<file path="src/rtl/mptx_pkg.sv">
package mptx_pkg;
  typedef enum logic [2:0] {
    ST_IDLE,
    ST_PEND,
    ST_START,
    ST_DATA,
    ST_MPB,
    ST_STOP
  } tx_state_e;
endpackage

</file>
<file path="src/rtl/mptx_hold.sv">
module mptx_hold #(
  parameter int DATA_W = 8
) (
  input  logic              clk_i,
  input  logic              rst_ni,
  input  logic              wr_data_i,
  input  logic [DATA_W-1:0] wr_byte_i,
  input  logic              wr_mpb_i,
  input  logic              clr_empty_i,
  input  logic              load_i,
  input  logic              miss_i,
  output logic              eff_empty_o,
  output logic [DATA_W-1:0] fwd_byte_o,
  output logic              fwd_mpb_o,
  output logic              empty_o,
  output logic              tend_o
);
  logic [DATA_W-1:0] byte_q;
  logic              mpb_q;
  logic              empty_q;
  logic              tend_q;

  // a clear in this cycle counts as data present; a write in this cycle is forwarded
  assign eff_empty_o = empty_q & ~clr_empty_i;
  assign fwd_byte_o  = wr_data_i ? wr_byte_i : byte_q;
  assign fwd_mpb_o   = wr_data_i ? wr_mpb_i  : mpb_q;
  assign empty_o     = empty_q;
  assign tend_o      = tend_q;

  always_ff @(posedge clk_i or negedge rst_ni) begin
    if (!rst_ni) begin
      byte_q <= '0;
      mpb_q  <= 1'b0;
    end else if (wr_data_i) begin
      byte_q <= wr_byte_i;
      mpb_q  <= wr_mpb_i;
    end
  end

  always_ff @(posedge clk_i or negedge rst_ni) begin
    if (!rst_ni)          empty_q <= 1'b1;
    else if (load_i)      empty_q <= 1'b1;
    else if (clr_empty_i) empty_q <= 1'b0;
  end

  always_ff @(posedge clk_i or negedge rst_ni) begin
    if (!rst_ni)          tend_q <= 1'b1;
    else if (miss_i)      tend_q <= 1'b1;
    else if (clr_empty_i) tend_q <= 1'b0;
  end

  a_r5_load_sets_empty: assert property (@(posedge clk_i) disable iff (!rst_ni)
    load_i |=> empty_q);
  a_r5_empty_holds: assert property (@(posedge clk_i) disable iff (!rst_ni)
    (!load_i && !clr_empty_i) |=> $stable(empty_q));
  a_r7_miss_sets_tend: assert property (@(posedge clk_i) disable iff (!rst_ni)
    miss_i |=> tend_q);
  a_r8_clr_clears_tend: assert property (@(posedge clk_i) disable iff (!rst_ni)
    (clr_empty_i && !miss_i) |=> !tend_q);
endmodule

</file>
<file path="src/rtl/mptx_shift.sv">
module mptx_shift
  import mptx_pkg::*;
#(
  parameter int DATA_W = 8
) (
  input  logic              clk_i,
  input  logic              rst_ni,
  input  logic              baud_tick_i,
  input  logic              seven_bit_i,
  input  logic              two_stop_i,
  input  logic              eff_empty_i,
  input  logic [DATA_W-1:0] ld_byte_i,
  input  logic              ld_mpb_i,
  output logic              load_o,
  output logic              miss_o,
  output logic              txd_o
);
  localparam int IDX_W = (DATA_W > 1) ? $clog2(DATA_W) : 1;

  tx_state_e         state_q;
  logic [DATA_W-1:0] sh_q;
  logic              mpb_q;
  logic [IDX_W-1:0]  idx_q;
  logic              stop_cnt_q;
  logic              chain_q;
  logic [IDX_W-1:0]  last_idx;
  logic              last_stop;
  logic              check;

  assign last_idx  = seven_bit_i ? IDX_W'(DATA_W-2) : IDX_W'(DATA_W-1);
  assign last_stop = two_stop_i;
  // stop-bit check happens on the tick that ends the flag bit
  assign check     = (state_q == ST_MPB) && baud_tick_i;
  assign load_o    = !eff_empty_i && ((state_q == ST_IDLE) || check);
  assign miss_o    = check && eff_empty_i;

  always_ff @(posedge clk_i or negedge rst_ni) begin
    if (!rst_ni) begin
      sh_q  <= '0;
      mpb_q <= 1'b0;
    end else if (load_o) begin
      sh_q  <= ld_byte_i;
      mpb_q <= ld_mpb_i;
    end else if (state_q == ST_DATA && baud_tick_i) begin
      sh_q  <= {1'b0, sh_q[DATA_W-1:1]};
    end
  end

  always_ff @(posedge clk_i or negedge rst_ni) begin
    if (!rst_ni) begin
      state_q    <= ST_IDLE;
      idx_q      <= '0;
      stop_cnt_q <= 1'b0;
      chain_q    <= 1'b0;
    end else begin
      case (state_q)
        ST_IDLE:  if (load_o) state_q <= ST_PEND;
        ST_PEND:  if (baud_tick_i) state_q <= ST_START;
        ST_START: if (baud_tick_i) begin
          state_q <= ST_DATA;
          idx_q   <= '0;
        end
        ST_DATA:  if (baud_tick_i) begin
          if (idx_q == last_idx) state_q <= ST_MPB;
          else                   idx_q   <= idx_q + 1'b1;
        end
        ST_MPB:   if (baud_tick_i) begin
          state_q    <= ST_STOP;
          stop_cnt_q <= 1'b0;
          chain_q    <= !eff_empty_i;
        end
        ST_STOP:  if (baud_tick_i) begin
          if (stop_cnt_q == last_stop) state_q <= chain_q ? ST_START : ST_IDLE;
          else                         stop_cnt_q <= 1'b1;
        end
        default:  state_q <= ST_IDLE;
      endcase
    end
  end

  always_comb begin
    case (state_q)
      ST_START: txd_o = 1'b0;
      ST_DATA:  txd_o = sh_q[0];
      ST_MPB:   txd_o = mpb_q;
      default:  txd_o = 1'b1;
    endcase
  end

  a_r2_bit_hold: assert property (@(posedge clk_i) disable iff (!rst_ni)
    !baud_tick_i |=> $stable(txd_o));
  a_r1_idle_mark: assert property (@(posedge clk_i) disable iff (!rst_ni)
    (state_q == ST_IDLE) |-> txd_o);
endmodule

</file>
<file path="src/rtl/mptx_irq.sv">
module mptx_irq (
  input  logic empty_i,
  input  logic tend_i,
  input  logic txi_en_i,
  input  logic tei_en_i,
  output logic txi_o,
  output logic tei_o
);
  assign txi_o = empty_i & txi_en_i;
  assign tei_o = tend_i & tei_en_i;
endmodule

</file>
<file path="src/rtl/mptx_top.sv">
module mptx_top #(
  parameter int DATA_W = 8
) (
  input  logic              clk_i,
  input  logic              rst_ni,
  input  logic              baud_tick_i,
  input  logic              seven_bit_i,
  input  logic              two_stop_i,
  input  logic              wr_data_i,
  input  logic [DATA_W-1:0] wr_byte_i,
  input  logic              wr_mpb_i,
  input  logic              clr_empty_i,
  input  logic              txi_en_i,
  input  logic              tei_en_i,
  output logic              txd_o,
  output logic              empty_o,
  output logic              tend_o,
  output logic              txi_o,
  output logic              tei_o
);
  logic              eff_empty;
  logic [DATA_W-1:0] fwd_byte;
  logic              fwd_mpb;
  logic              load;
  logic              miss;

  mptx_hold #(.DATA_W(DATA_W)) u_hold (
    .clk_i       (clk_i),
    .rst_ni      (rst_ni),
    .wr_data_i   (wr_data_i),
    .wr_byte_i   (wr_byte_i),
    .wr_mpb_i    (wr_mpb_i),
    .clr_empty_i (clr_empty_i),
    .load_i      (load),
    .miss_i      (miss),
    .eff_empty_o (eff_empty),
    .fwd_byte_o  (fwd_byte),
    .fwd_mpb_o   (fwd_mpb),
    .empty_o     (empty_o),
    .tend_o      (tend_o)
  );

  mptx_shift #(.DATA_W(DATA_W)) u_shift (
    .clk_i       (clk_i),
    .rst_ni      (rst_ni),
    .baud_tick_i (baud_tick_i),
    .seven_bit_i (seven_bit_i),
    .two_stop_i  (two_stop_i),
    .eff_empty_i (eff_empty),
    .ld_byte_i   (fwd_byte),
    .ld_mpb_i    (fwd_mpb),
    .load_o      (load),
    .miss_o      (miss),
    .txd_o       (txd_o)
  );

  mptx_irq u_irq (
    .empty_i  (empty_o),
    .tend_i   (tend_o),
    .txi_en_i (txi_en_i),
    .tei_en_i (tei_en_i),
    .txi_o    (txi_o),
    .tei_o    (tei_o)
  );

  a_r10_tei_needs_end: assert property (@(posedge clk_i) disable iff (!rst_ni)
    tei_o |-> tend_o);
endmodule

</file>
<file path="config.mk">
export PLATFORM = sky130hd
export DESIGN_NAME = mptx_top
export DESIGN_NICKNAME = d
export VERILOG_FILES = /design/src/rtl/mptx_pkg.sv /design/src/rtl/mptx_hold.sv /design/src/rtl/mptx_shift.sv /design/src/rtl/mptx_irq.sv /design/src/rtl/mptx_top.sv
export SDC_FILE = /design/constraint.sdc
export NUM_CORES = 1
export LEC_CHECK = 0
export BUFFER_PORTS_ARGS = -buffer_cell sky130_fd_sc_hd__buf_4
export CAP_MARGIN = 10
export CORE_AREA = 2 2 62 64
export CTS_BUF_LIST = sky130_fd_sc_hd__clkbuf_8
export DETAILED_ROUTE_END_ITERATION = 12
export DIE_AREA = 0 0 64 66
export PLACE_DENSITY = 0.66
export SLEW_MARGIN = 10
export SYNTH_ARGS = -nofsm -noshare
export SYNTH_HDL_FRONTEND = slang
export SYNTH_SLANG_ARGS = --single-unit
</file>
<file path="constraint.sdc">
create_clock -name clk_i -period 2.1 [get_ports clk_i]
set_input_delay 0.42 -clock clk_i [delete_from_list [all_inputs] [get_ports clk_i]]
set_output_delay 0.42 -clock clk_i [all_outputs]
set_load 0.01 [all_outputs]
</file>
==> impl_metrics.csv <==
group,metric,value,unit
power,netSwitchingFraction,32.3,%
route,maxUsedRoutingLayer,"met4",
final_layout,insertedDiodeCount,0,
placed_design,placedCellCount,183,
logic_synthesis,ys_seq_area_share,52.2,%
final_layout,nets,159,
job,maxCapViolCount,0,
clock_network,holdBufCountCts,0,
logic_synthesis,yosys_warnings,0,
clock_network,clkTransAtPathRegs,0.09,ns
clock_network,post_cts_buffers,0,
critical_path,worstSetupPathType,"reg -> out",
clock_network,clock-root-buffer,"clkbuf_8",
sta,post-route-min-period,1.85,ns
global_route,grt_start_max_net_pins,29,
route,totalWireLength,2430,um
final_layout,final_cell_mix,"26 x dfrtp_1, 22 x buf_4, 13 x nand2_1",
placed_design,io_buffers,22,
critical_path,worstPathArrival,1.43,ns
power,clockPowerShare,23.4,%
power,p_leak,0.000755,uW
global_route,gr-usage-all-layers,12.1,%
clock_network,clk_latency,0.28,ns
power,comb_power_share,30.9,%
route,drtAntennaViolNets,0,
route,vias,982,
final_layout,instances_no_fill,187,
critical_path,critPathLaunchType,"register",
hold_path,hold_class,"in -> async",
floorplan,rows,22,
route,drt-vias-per-instance,5.25,
sta,slew_headroom,69.4,%
sta,rsz0062_at_grt,"false",
route,wirelength_met1,1110,um
route,drt_pass1_iterations,4,
critical_path,cp_data_required_time,1.68,ns
route,drt-wirelength-per-cell,13.0,um
floorplan,die-area,4220,um2
sta,setup_violations,0,
sta,tns,0,ns
final_layout,finish.utilization,45.2,%
logic_synthesis,synthCells,118,
route,met3_length,142,um
final_layout,drive_above_1_share,31.7,%
floorplan,die_w,64,um
route,initialDrtViolationCount,52,
final_layout,fillers,332,
critical_path,crit_fanout,12,
placed_design,dpl_cell_area,1530,um2
global_route,overflow,0,
global_route,grt_pass1_wl,4020,um
floorplan,dieHeight,66,um
global_route,grt_pass1_vias,930,
final_layout,layout_commonest_cell,"dfrtp_1",
floorplan,initial_core_util,37.9,%
power,peakVddDrop,0.501,mV
logic_synthesis,ys_types,35,
sta,worst_pin_slew,0.457,ns
sta,finClkSkew,0.00132,ns
final_layout,area_growth,19.2,%
sta,final_max_slew_viol_count,0,
placed_design,dpl.hpwl,1730,um
logic_synthesis,synth_nets,137,
power,intPower,1230,uW
clock_network,clock-sinks,28,
clock_network,cts_inserted_buffers,3,
outcome,status,"finished, final reports clean",
clock_network,cts-resized-gates,0,
final_layout,final_cell_area,1610,um2
global_route,antenna_found_initial,0,
sta,fmax,542,MHz
power,p_switching,589,uW
sta,post-route-period-util,87.9,%
clock_network,cts_buffer_depth,2,
power,seq_power_share,45.7,%
floorplan,core,3550,um2
floorplan,ios,23,
sta,hold_viol_final,0,
route,wl_met2,1160,um
logic_synthesis,synthesis.area,1350,um2
logic_synthesis,syn_area_per_cell,11.4,um2
clock_network,cts_tree,"done",
logic_synthesis,synth-seq-cells,28,
placed_design,place.gp.congestion,0.822,
critical_path,end_kind,"output port",
power,power.density,1140,nW/um2
route,drc,0,
clock_network,htreeDepth,1,
==> flip-flops by register name, summed over array words and instances (netlist names) <==
signal              count
u_hold.tend_o           1
u_shift.sh_q            8
u_shift.mpb_q           1
u_shift.state_q         3
u_shift.chain_q         1
u_shift.idx_q           3
u_shift.stop_cnt_q      1
u_hold.mpb_q            1
u_hold.empty_o          1
u_hold.byte_q           8
==> final cells by class <==
type | count | area [um2] | share of cell area (%)
well taps | 48 | 60.1 | 3.74
clock buffers | 3 | 41.3 | 2.57
clock inverters | 1 | 30.0 | 1.87
flip-flops and latches | 28 | 703 | 43.8
repair buffers | 22 | 165 | 10.3
multi-input cells | 83 | 598 | 37.3
inverters | 2 | 7.51 | 0.468
==> synthesized netlist by cell type, drive strengths merged <==
cell type | count | area [um2]
dfrtp | 26 | 651
nand2 | 13 | 48.8
mux2 | 11 | 124
a21oi | 7 | 35.0
o21ai | 7 | 35.0
a22o | 6 | 52.6
nor2 | 6 | 25.0
a21o | 5 | 37.5
buf | 5 | 37.5
and2 | 3 | 18.8
mux2i | 3 | 30.0
nand2b | 3 | 26.3
and4 | 2 | 20.0
dfstp | 2 | 52.6
inv | 2 | 7.51
nand3b | 2 | 15.0
xnor2 | 2 | 17.5
a22oi | 1 | 7.51
a31o | 1 | 8.76
a31oi | 1 | 6.26
a41oi | 1 | 8.76
ha | 1 | 12.5
nand3 | 1 | 5.00
nand4 | 1 | 6.26
nor2b | 1 | 6.26
nor3 | 1 | 16.3
nor4b | 1 | 8.76
o21a | 1 | 7.51
o32a | 1 | 10.0
o32ai | 1 | 8.76
==> per-layer routing <==
| layer | global-route usage, % | vias up |
|---|---|---|
| met4 | 2.45 | 0 |
| met3 | 3.92 | 2 |
| li1 | - | 469 |
| met1 | 14.7 | 485 |
| met2 | 21.0 | 26 |
| met5 | 0 | - |
==> final timing paths <==
path	start	endpoint	slack, ns	depth (start not counted)
max	u_shift.state_q[2]	txd_o	0.25	3
min	rst_ni	u_shift.idx_q[1]	0.04	1
max reg2reg	u_shift.state_q[1]	u_shift.sh_q[1]	0.49	4
min reg2reg	u_shift.sh_q[6]	u_shift.sh_q[6]	0.49	1
max in group asynchronous	rst_ni	u_hold.empty_o	1.75	1
min in group clk_i	clr_empty_i	u_hold.tend_o	0.25	2
==> power by group through the flow <==
stage | registers, uW | clock network (uW) | logic [uW]
final | 833 | 426 | 563
after global routing | 857 | 453 | 642
after CTS | 832 | 436 | 573
after detailed placement | 843 | 0 | 572
after global placement | 838 | 0 | 554
after floorplan | 778 | 0 | 487
==> per-stage QoR <==
stage / hold WS (ns) / power (uW) / worst slack, ns
3_3_place_gp: 0.357 / 1390 / 0.577
6_report: 0.0405 / 1820 / 0.255
2_1_floorplan: 0.124 / 1270 / 0.657
3_5_place_dp: 0.359 / 1410 / 0.507
5_1_grt: 0.0602 / 1950 / 0.146
4_1_cts: 0.0516 / 1840 / 0.229
==> critical path, stage by stage, from the launching register on <==
cell     delay, ns
dfrtp_1       0.63
nor4b_1       0.29
a21oi_1       0.08
buf_4         0.15
==> logic make-up (layout without fill, tap and decap cells) <==
family	count (synthesis)	in the layout	synth area share (%)
XOR/XNOR	2	2	1.30
buffers and inverters	7	28	3.35
AO/OA/AOI/OAI	32	32	16.2
adder cells (fa/ha/maj)	1	1	0.929
AND/OR/NAND/NOR	34	34	14.6
multiplexers	14	14	11.4
flip-flops	28	28	52.2
(Power assumes the default switching activity.)
